[config.mk]
export PLATFORM = sky130hd
export DESIGN_NAME = adc_ctrl_stat
export DESIGN_NICKNAME = d
export VERILOG_FILES = /design/src/rtl/adc_csr_pkg.sv /design/src/rtl/adc_csr_cfg.sv /design/src/rtl/adc_csr_busy.sv /design/src/rtl/adc_csr_flag.sv /design/src/rtl/adc_ctrl_stat.sv
export SDC_FILE = /design/constraint.sdc
export NUM_CORES = 1
export LEC_CHECK = 0
export BUFFER_PORTS_ARGS = -buffer_cell sky130_fd_sc_hd__buf_2
export CORE_MARGIN = 2
export CORE_UTILIZATION = 35
export DETAILED_ROUTE_END_ITERATION = 8
export PLACE_DENSITY = 0.71
export SYNTH_ARGS = -nofsm -noshare
export SYNTH_HDL_FRONTEND = slang
export SYNTH_SLANG_ARGS = --single-unit
[constraint.sdc]
create_clock -name clk_i -period 1.07 [get_ports clk_i]
set_input_delay 0.214 -clock clk_i [delete_from_list [all_inputs] [get_ports clk_i]]
set_output_delay 0.214 -clock clk_i [all_outputs]
set_load 0.1 [all_outputs]
[src/rtl/adc_csr_pkg.sv]
package adc_csr_pkg;
  localparam int unsigned DATA_W = 16;

  typedef enum logic [1:0] {
    MODE_SINGLE_A = 2'b00,
    MODE_SINGLE_B = 2'b01,
    MODE_CONT     = 2'b10,
    MODE_STOP     = 2'b11
  } adc_mode_e;

  function automatic logic is_single(input logic [1:0] m);
    return (m == MODE_SINGLE_A) || (m == MODE_SINGLE_B);
  endfunction
endpackage

[src/rtl/adc_csr_cfg.sv]
module adc_csr_cfg #(
  parameter int unsigned CH_W  = 3,
  parameter int unsigned SRC_W = 2
) (
  input  logic             clk_i,
  input  logic             rst_ni,
  input  logic             wr_lo_i,
  input  logic             wr_hi_i,
  input  logic             busy_i,
  input  logic [1:0]       mode_d_i,
  input  logic [CH_W-1:0]  first_d_i,
  input  logic [CH_W-1:0]  last_d_i,
  input  logic             inte_d_i,
  input  logic             pause_d_i,
  input  logic [SRC_W-1:0] src_d_i,
  output logic [1:0]       mode_o,
  output logic [CH_W-1:0]  first_o,
  output logic [CH_W-1:0]  last_o,
  output logic             inte_o,
  output logic             pause_o,
  output logic [SRC_W-1:0] src_o
);
  // low byte frozen during conversion
  logic lo_en;
  assign lo_en = wr_lo_i && !busy_i;

  always_ff @(posedge clk_i or negedge rst_ni) begin
    if (!rst_ni) begin
      mode_o  <= '0;
      first_o <= '0;
      last_o  <= '0;
    end else if (lo_en) begin
      mode_o  <= mode_d_i;
      first_o <= first_d_i;
      last_o  <= last_d_i;
    end
  end

  always_ff @(posedge clk_i or negedge rst_ni) begin
    if (!rst_ni) begin
      inte_o  <= 1'b0;
      pause_o <= 1'b0;
      src_o   <= '0;
    end else if (wr_hi_i) begin
      inte_o  <= inte_d_i;
      pause_o <= pause_d_i;
      src_o   <= src_d_i;
    end
  end
endmodule

[src/rtl/adc_csr_busy.sv]
module adc_csr_busy (
  input  logic clk_i,
  input  logic rst_ni,
  input  logic wr_hi_i,
  input  logic busy_wr_i,
  input  logic strt_wr_i,
  input  logic single_i,
  input  logic evt_start_i,
  input  logic evt_end_i,
  output logic busy_o,
  output logic start_o,
  output logic stop_o
);
  logic sw_stop, sw_start;
  assign sw_stop  = wr_hi_i && !busy_wr_i && busy_o;
  // stop/start collision: no start when busy bit written 0
  assign sw_start = wr_hi_i && strt_wr_i && busy_wr_i;

  always_ff @(posedge clk_i or negedge rst_ni) begin
    if (!rst_ni) begin
      busy_o  <= 1'b0;
      start_o <= 1'b0;
      stop_o  <= 1'b0;
    end else begin
      start_o <= sw_start;
      stop_o  <= sw_stop;
      if (sw_stop)                     busy_o <= 1'b0;
      else if (evt_start_i)            busy_o <= 1'b1;
      else if (evt_end_i && single_i)  busy_o <= 1'b0;
    end
  end
endmodule

[src/rtl/adc_csr_flag.sv]
module adc_csr_flag (
  input  logic clk_i,
  input  logic rst_ni,
  input  logic evt_result_i,
  input  logic sw_clr_i,
  input  logic dma_clr_i,
  input  logic inte_i,
  output logic done_o,
  output logic irq_o
);
  always_ff @(posedge clk_i or negedge rst_ni) begin
    if (!rst_ni)                     done_o <= 1'b0;
    else if (evt_result_i)           done_o <= 1'b1;
    else if (sw_clr_i || dma_clr_i)  done_o <= 1'b0;
  end

  assign irq_o = done_o && inte_i;
endmodule

[src/rtl/adc_ctrl_stat.sv]
module adc_ctrl_stat
  import adc_csr_pkg::*;
#(
  parameter int unsigned CH_W  = 3,
  parameter int unsigned SRC_W = 2
) (
  input  logic              clk_i,
  input  logic              rst_ni,
  input  logic              wr_lo_i,
  input  logic              wr_hi_i,
  input  logic [DATA_W-1:0] wdata_i,
  output logic [DATA_W-1:0] rdata_o,
  input  logic              evt_start_i,
  input  logic              evt_end_i,
  input  logic              evt_result_i,
  input  logic              dma_clr_i,
  output logic              start_sw_o,
  output logic              stop_o,
  output logic              irq_o,
  output logic [1:0]        mode_o,
  output logic [SRC_W-1:0]  src_o,
  output logic              pause_o,
  output logic [CH_W-1:0]   ch_first_o,
  output logic [CH_W-1:0]   ch_last_o
);
  localparam int unsigned LAST_LSB  = 0;
  localparam int unsigned FIRST_LSB = LAST_LSB + CH_W;
  localparam int unsigned MODE_LSB  = FIRST_LSB + CH_W;
  localparam int unsigned SRC_LSB   = 10;
  localparam int unsigned PAUSE_BIT = SRC_LSB + SRC_W;
  localparam int unsigned INTE_BIT  = 13;
  localparam int unsigned DONE_BIT  = 14;
  localparam int unsigned BUSY_BIT  = 15;
  localparam int unsigned STRT_BIT  = 9;

  logic busy, done, inte;

  adc_csr_cfg #(.CH_W(CH_W), .SRC_W(SRC_W)) i_cfg (
    .clk_i     (clk_i),
    .rst_ni    (rst_ni),
    .wr_lo_i   (wr_lo_i),
    .wr_hi_i   (wr_hi_i),
    .busy_i    (busy),
    .mode_d_i  (wdata_i[MODE_LSB +: 2]),
    .first_d_i (wdata_i[FIRST_LSB +: CH_W]),
    .last_d_i  (wdata_i[LAST_LSB +: CH_W]),
    .inte_d_i  (wdata_i[INTE_BIT]),
    .pause_d_i (wdata_i[PAUSE_BIT]),
    .src_d_i   (wdata_i[SRC_LSB +: SRC_W]),
    .mode_o    (mode_o),
    .first_o   (ch_first_o),
    .last_o    (ch_last_o),
    .inte_o    (inte),
    .pause_o   (pause_o),
    .src_o     (src_o)
  );

  adc_csr_busy i_busy (
    .clk_i       (clk_i),
    .rst_ni      (rst_ni),
    .wr_hi_i     (wr_hi_i),
    .busy_wr_i   (wdata_i[BUSY_BIT]),
    .strt_wr_i   (wdata_i[STRT_BIT]),
    .single_i    (is_single(mode_o)),
    .evt_start_i (evt_start_i),
    .evt_end_i   (evt_end_i),
    .busy_o      (busy),
    .start_o     (start_sw_o),
    .stop_o      (stop_o)
  );

  adc_csr_flag i_flag (
    .clk_i        (clk_i),
    .rst_ni       (rst_ni),
    .evt_result_i (evt_result_i),
    .sw_clr_i     (wr_hi_i && !wdata_i[DONE_BIT]),
    .dma_clr_i    (dma_clr_i),
    .inte_i       (inte),
    .done_o       (done),
    .irq_o        (irq_o)
  );

  always_comb begin
    rdata_o                       = '0;
    rdata_o[BUSY_BIT]             = busy;
    rdata_o[DONE_BIT]             = done;
    rdata_o[INTE_BIT]             = inte;
    rdata_o[PAUSE_BIT]            = pause_o;
    rdata_o[SRC_LSB +: SRC_W]     = src_o;
    rdata_o[MODE_LSB +: 2]        = mode_o;
    rdata_o[FIRST_LSB +: CH_W]    = ch_first_o;
    rdata_o[LAST_LSB +: CH_W]     = ch_last_o;
  end
endmodule

=== Yosys cells after proc, flatten, opt, wreduce, memory -nomap -nowiden ===
Index checks and enable logic that the tools add are counted.

* Equal/unequal tests: 1
* Muxes and demuxes: 5
* Reduce and logical (&&, ||, !) cells: 16

{| class="wikitable"
|+ Operator list
! cell !! number
|-
| logical AND 1 bit || 8
|-
| 2-to-1 mux 1 bit || 5
|-
| zero test 1 bit || 3
|-
| nonzero test 3 bit || 1
|-
| equality test 2 x 1 -> 1 bit (second input constant) || 1
|-
| zero test 2 bit || 1
|-
| logical OR 1 bit || 2
|-
| nonzero test 2 bit || 1
|}

* Register bits after elaboration: 16
* Input bits: 24
* Output and inout bits: 30
* Word-level logic and storage cells: 32

=== Logic depth before layout (Yosys ltp) ===
Gate-level depths: netlist of run 1.

* Depth in word-level cells: 6
* Depth in mapped cells: 4
* Gate-level depth less buffers: 3

=== Hierarchy ===
From an unflattened synthesis of run 1, not the netlist that was laid out.

* Cell total of the unflattened synthesis: 57
* Area, all modules: 780.7 um^2

{| class="wikitable"
|+ By module, submodules not included
! module !! times used !! cells an instance !! area each (um^2)
|-
| adc_csr_cfg || 1 || 26 || 490.5
|-
| adc_ctrl_stat || 1 || 19 || 141.4
|-
| adc_csr_busy || 1 || 8 || 106.4
|-
| adc_csr_flag || 1 || 4 || 42.5
|}

=== Least setup slack after synthesis of run 1 ===
Ideal clock, no wire load.

* Kind: register to output
* Start: register i_cfg.mode_o[1]
* End: output port rdata_o[7]
* Arrival: 1349 ps
* Required time: 856 ps
* Path slack: -493 ps
* Cell stages (with the launch flop): 2
* Cell sequence: dfrtp_1 buf_4

{| class="wikitable"
|+ RTL lines
! what !! RTL line !! source
|-
| from (decl) || adc_csr_cfg.sv:16 || <nowiki>output logic [1:0] mode_o,</nowiki>
|-
| from (signal assigned) || adc_csr_cfg.sv:33 || <nowiki>mode_o <= mode_d_i;</nowiki>
|-
| to (decl) || adc_ctrl_stat.sv:12 || <nowiki>output logic [DATA_W-1:0] rdata_o,</nowiki>
|}

No word-level cell between the ends.

=== Worst setup path in the final report of run 1 ===
* Start: register i_cfg.inte_o
* End: output port rdata_o[13]

{| class="wikitable"
|+ RTL lines
! what !! RTL line !! source
|-
| from (decl) || adc_csr_cfg.sv:19 || <nowiki>output logic inte_o,</nowiki>
|-
| from (signal assigned) || adc_csr_cfg.sv:45 || <nowiki>inte_o <= inte_d_i;</nowiki>
|}

No word-level cell between the ends.

==> results of run 1 <==
worst paths after layout:
path                                        from               end  slack (ps)  depth (start not counted)
worst max-delay path                i_cfg.inte_o       rdata_o[13]        -160                          2
worst min register to register  i_cfg.first_o[2]  i_cfg.first_o[2]         640                          1
min in group asynchronous                 rst_ni    i_cfg.src_o[0]         360                          2
max in group asynchronous                 rst_ni  i_cfg.first_o[0]         420                          2
worst max register to register     i_busy.busy_o   i_cfg.mode_o[0]         -90                          3
worst min-delay path                 wdata_i[15]     i_busy.stop_o         100                          2
critical path, cell delays in order (launching register included):
cell     delay (ps)
dfrtp_1         400
buf_4           150
buf_12          160
cell usage in the layout, fill, tap and decap left out:
| cell | instances |
|---|---|
| nand2_1 | 1 |
| mux2_2 | 4 |
| buf_2 | 22 |
| clkbuf_8 | 1 |
| dfrtp_2 | 2 |
| a21oi_1 | 1 |
| nor2_1 | 2 |
| inv_1 | 1 |
| dlygate4sd3_1 | 1 |
| nand2b_1 | 2 |
| a31o_2 | 1 |
| buf_12 | 28 |
| buf_6 | 2 |
| mux2_4 | 8 |
| clkbuf_4 | 3 |
| nor2b_1 | 1 |
| conb_1 | 2 |
| and2_4 | 1 |
| and3_1 | 1 |
| dfrtp_1 | 3 |
| dfrtp_4 | 11 |
| buf_4 | 4 |
cell type report:
cell class / count / share of cell area [%]
Clock buffer: 4 / 2.45
Timing Repair Buffer: 57 / 49.5
Inverter: 1 / 0.253
Tap cell: 27 / 2.28
Sequential cell: 16 / 30.0
Multi-Input combinational cell: 24 / 15.6
Yosys cell counts, drive strengths merged:
library cell   n
buf           17
dfrtp         16
mux2          12
nand2b         2
nor2           2
a21oi          1
a31o           1
and2           1
and3           1
clkbuf         1
conb           1
inv            1
nand2          1
nor2b          1
per-layer routing:
layer  vias up  GRT usage [%]  share of wire (%)
met4         0           13.5                3.8
met2        27           30.0                 55
met5         -              0                  0
met3         7           2.38                5.3
li1        256              -                  -
met1       289           18.0                 35
logic make-up after synthesis:
| group | share of synthesized area, % |
|---|---|
| buffers and inverters | 18.3 |
| DFF | 52.3 |
| muxes | 21.6 |
| and+or+nand+nor | 5.56 |
| AOI/OAI and AO/OA | 1.80 |
| other | 0.490 |
timing repair:
action / CTS / global route
setup buffers: 2 / 0
hold buffers: 1 / 0
resized for setup: 3 / 0
endpoints found under the hold margin: 16 / 0
setup endpoints to repair: 36 / 36
sequential cells by signal, indices dropped and copies added (netlist names):
| register | flops |
|---|---|
| i_busy.busy_o | 1 |
| i_flag.done_o | 1 |
| i_cfg.src_o | 2 |
| i_cfg.first_o | 3 |
| i_busy.start_o | 1 |
| i_cfg.pause_o | 1 |
| i_cfg.mode_o | 2 |
| i_cfg.inte_o | 1 |
| i_cfg.last_o | 3 |
| i_busy.stop_o | 1 |
per-stage QoR:
step,hold slack (ps),instance area (µm²),setup TNS [ps],instances
2_1_floorplan,-81.6,890,-298,59
6_report,97.8,1480,-4270,129
4_1_cts,91.0,1480,-4560,129
5_1_grt,98.2,1480,-5340,129
3_3_place_gp,139,1410,-243,122
3_5_place_dp,142,1410,-556,122
report_power, final:
| part | switching [W] | total, W | leakage, nW | internal, W |
|---|---|---|---|---|
| Combinational | 0.00205 | 0.00321 | 0.496 | 0.00116 |
| Clock | 0.000203 | 0.000410 | 0.0210 | 0.000207 |
| Sequential | 0.000234 | 0.00104 | 0.176 | 0.000805 |
| Total | 0.00249 | 0.00466 | 0.693 | 0.00217 |
==> results_dict.tcl, run 1 <==
set metrics [dict create \
    status "finished, violations left" \
    violations "negative setup slack" \
    dieWidth_um 50.8 \
    ys_seq_area_share_pct 52.3 \
    grt_pass1_wl_mm 3.10 \
    cts_buffers 3 \
    yosys-top-cells-area "dfrtp_1, buf_4, mux2_4" \
    syn-instance-count 58 \
    seqCellArea_um2 444 \
    grt_pass1_vias 623 \
    cp-end-kind "primary output" \
    dieArea_um2 2580 \
    min_path_type "primary input to flip-flop" \
    routabilityCongestion 0.668 \
    htreeDepth 1 \
    num_rows 16 \
    drive_above_1_share_pct 85.3 \
    hold_violations 0 \
    syn_avg_cell_area_um2 13.2 \
    tritoncts "done" \
    clk_pin_slew_worst_paths_ps 100 \
    fin_ws_ps -156 \
    multi_input_area_um2 231 \
    start_kind "flip-flop" \
    fin_crit_sh_pct 115 \
    cts.sinks 16 \
    fin_nets 127 \
    yosysWarnings 0 \
    fmax_ghz 0.816 \
    crit_type "flip-flop to primary output" \
    rsz0062_at_grt "yes" \
    syn_to_final_growth_pct 93.6 \
    critPathMaxFanout 2 \
    fill_cells 131 \
    insertion_delay_ps 290 \
    timing.max_cap.violations 0 \
    core-area_um2 2020 \
    ys_ff_latch 16 \
    io_pins 54 \
    skew_ps 4.50 \
    required_ps 860 \
    synth_area_um2 766 \
    wl_per_cell_um 15.3 \
    grt_max_degree 17 \
    totalPowerFinal_w 0.00466 \
    dp_slack_ps -79.9 \
    antenna_found_initial 0 \
    finalWirelength_mm 1.98 \
    drc 0 \
    root_buffer "clkbuf_4" \
    drtIter0Drc 4 \
    cellLeakagePower_nw 0.693 \
    synth_largest_area_cell "dfrtp_1" \
    hpwl_mm 1.60 \
    postRouteAntennaNets 0 \
    dr.pass1.iters 2 \
    numPortBuffers 50 \
    die_h_um 50.8 \
    yosys.area.top_type_share_pct 52.3 \
    vias 579 \
    timing.final.crit_period_ps 1230 \
    final_core_util_pct 73.3 \
    power_density_nw_per_um2 3140 \
    vdd_ir_drop_max_v 0.00229 \
    start_util_pct 37.9 \
    n_antenna_cell 0 \
    yosysUniqueCellTypes 16 \
    slew_viol_final 0 \
    grtUsageTotal_pct 17.0 \
    grt-ovfl-total 0 \
    drt-vias-per-instance 4.49 \
    cts.path.max_buffers 2 \
    setup_viol 36 \
    cp.arrival_ps 1010 \
]
Note: power is estimated with default switching activity, not from simulation.
==> inputs of run 2 (changes only) <==
CORE_UTILIZATION = 42   (was 35)
PLACE_DENSITY = 0.8   (was 0.71)
REMOVE_ABC_BUFFERS = 1   (was default)
clock period = 1.6 ns   (was 1.07 ns; I/O delays follow)
==> run 2 against run 1 <==
  * The run now ends clean
  * Clock skew down 2.7 ps
  * Routed wire length down 26%
  * Cell count down 5.4%
  * Die area down 15%
  * Core utilization down 17 points
  * Global-route usage down 3.5 points
  * Register-to-register slack better by 530 ps
  * Hold slack better by 110 ps
  * Via count down 11%
  * Sequential share of layout area up 11 points
  * Non-clock buffer count down 5
  * Worst setup slack better by 260 ps
  * Highest routed layer unchanged
==> results_dict.tcl, run 2 (synthesis gave the netlist of run 1 again) <==
set metrics [dict create \
    cp-end-kind "primary output" \
    hp-start "wdata_i[15]" \
    drc 0 \
    grt_pass1_vias 450 \
    syn_to_final_growth_pct 26.5 \
    core-area_um2 1730 \
    root_buffer "clkbuf_4" \
    start_util_pct 44.3 \
    cts_buffers 3 \
    regToRegSetupSlack_ps 440 \
    fin_nets 122 \
    grt_max_degree 17 \
    placed_cell_area_um2 922 \
    numPortBuffers 50 \
    final_common_cell "buf_2" \
    cts.sinks 16 \
    hpwl_mm 1.17 \
    hold_violations 0 \
    crit_type "flip-flop to primary output" \
    r2r_start "i_busy.busy_o" \
    cts.path.max_buffers 2 \
    status "finished, final reports clean" \
    htreeDepth 1 \
    routabilityCongestion 0.675 \
    dieWidth_um 46.7 \
    top_regs "i_cfg.first_o: 3 flops, i_cfg.last_o: 3 flops" \
    setup_viol 0 \
    drive_above_1_share_pct 70.1 \
    fill_cells 156 \
    dr.pass1.iters 3 \
    cp.arrival_ps 1180 \
    drt-vias-per-instance 4.22 \
    dp.cells 117 \
    final_cell_mix "buf_2, dfrtp_1, mux2_4" \
    dieArea_um2 2180 \
    critPathMaxFanout 3 \
    rsz0062_at_grt "no" \
    required_ps 1280 \
    hold_end "i_busy.stop_o" \
    cts_setup_buffers 0 \
    n_antenna_cell 0 \
    multi_input_area_um2 229 \
    cts_resized 0 \
    start_kind "flip-flop" \
    skew_ps 1.83 \
    timing.hold.ws_ps 204 \
    vias 515 \
    wl_per_cell_um 11.9 \
    finalWirelength_mm 1.46 \
    fin_cells 122 \
    die_h_um 46.7 \
    num_rows 15 \
    grtUsageTotal_pct 13.5 \
    fin_crit_sh_pct 93.6 \
    grt-ovfl-total 0 \
    clk_pin_slew_worst_paths_ps 90 \
    slew_viol_final 0 \
    final_core_util_pct 56.1 \
    timing.max_cap.violations 0 \
    r2r_end "i_cfg.first_o[1]" \
    cts_hold_buf 1 \
    hold_depth 2 \
    fmax_ghz 0.668 \
    tritoncts "done" \
    min_path_type "primary input to flip-flop" \
    postRouteAntennaNets 0 \
    r2r_cells 3 \
    timing.final.crit_period_ps 1500 \
    io_pins 54 \
    seqCellArea_um2 400 \
    drtIter0Drc 5 \
    antenna_found_initial 0 \
    grt_pass1_wl_mm 1.96 \
    insertion_delay_ps 270 \
    final_cell_area_um2 968 \
]
==> run 2: changes by cell type in the layout (fill, tap and decap cells not counted) <==
cell | previous run | this run
and2_1 | 0 | 1
buf_12 | 28 | 0
buf_2 | 22 | 50
buf_4 | 4 | 1
dfrtp_4 | 11 | 0
and2_4 | 1 | 0
buf_6 | 2 | 0
dfrtp_1 | 3 | 16
dfrtp_2 | 2 | 0
==> run 2: layout make-up <==
| cell class | instances | area share [%] |
|---|---|---|
| clock buffer | 4 | 3.75 |
| inverter | 1 | 0.388 |
| multi-input combinational | 24 | 23.6 |
| sequential | 16 | 41.3 |
| timing repair buffer | 52 | 27.6 |
| tap | 25 | 3.23 |
==> run 2: through the flow <==
stage,setup TNS (ps),setup WS (ps)
floorplan,-9550,-498
global placement,0,417
detailed placement,0,404
CTS,0,92.2
global route,0,60.6
finish,0,102
==> run 2: worst max-delay path by stage <==
stage	from	end	slack (ps)	depth (start not counted)
2_1_floorplan	i_cfg.inte_o	irq_o	-500	1
3_3_place_gp	i_flag.done_o	irq_o	420	2
3_5_place_dp	i_flag.done_o	irq_o	400	2
4_1_cts	i_flag.done_o	irq_o	90	2
5_1_grt	i_flag.done_o	irq_o	60	2
6_report	i_flag.done_o	irq_o	100	2
==> run 2: critical path, stage by stage, from the launching register on <==
cell and delay [ps]:
dfrtp_1 360, and2_1 120, buf_2 410
==> run 2: per-layer routing <==
metal / vias to the layer above / wire length (µm) / global-route usage, %
li1: 249 / - / -
met1: 245 / 526 / 14.9
met2: 19 / 837 / 24.7
met3: 2 / 69 / 1.18
met4: 0 / 23 / 8.33
met5: - / 0 / 0
Power of run 2 is left out: the tool's default activity adds up to more than one toggle a clock period on the data nets, which glitch-free logic cannot reach.
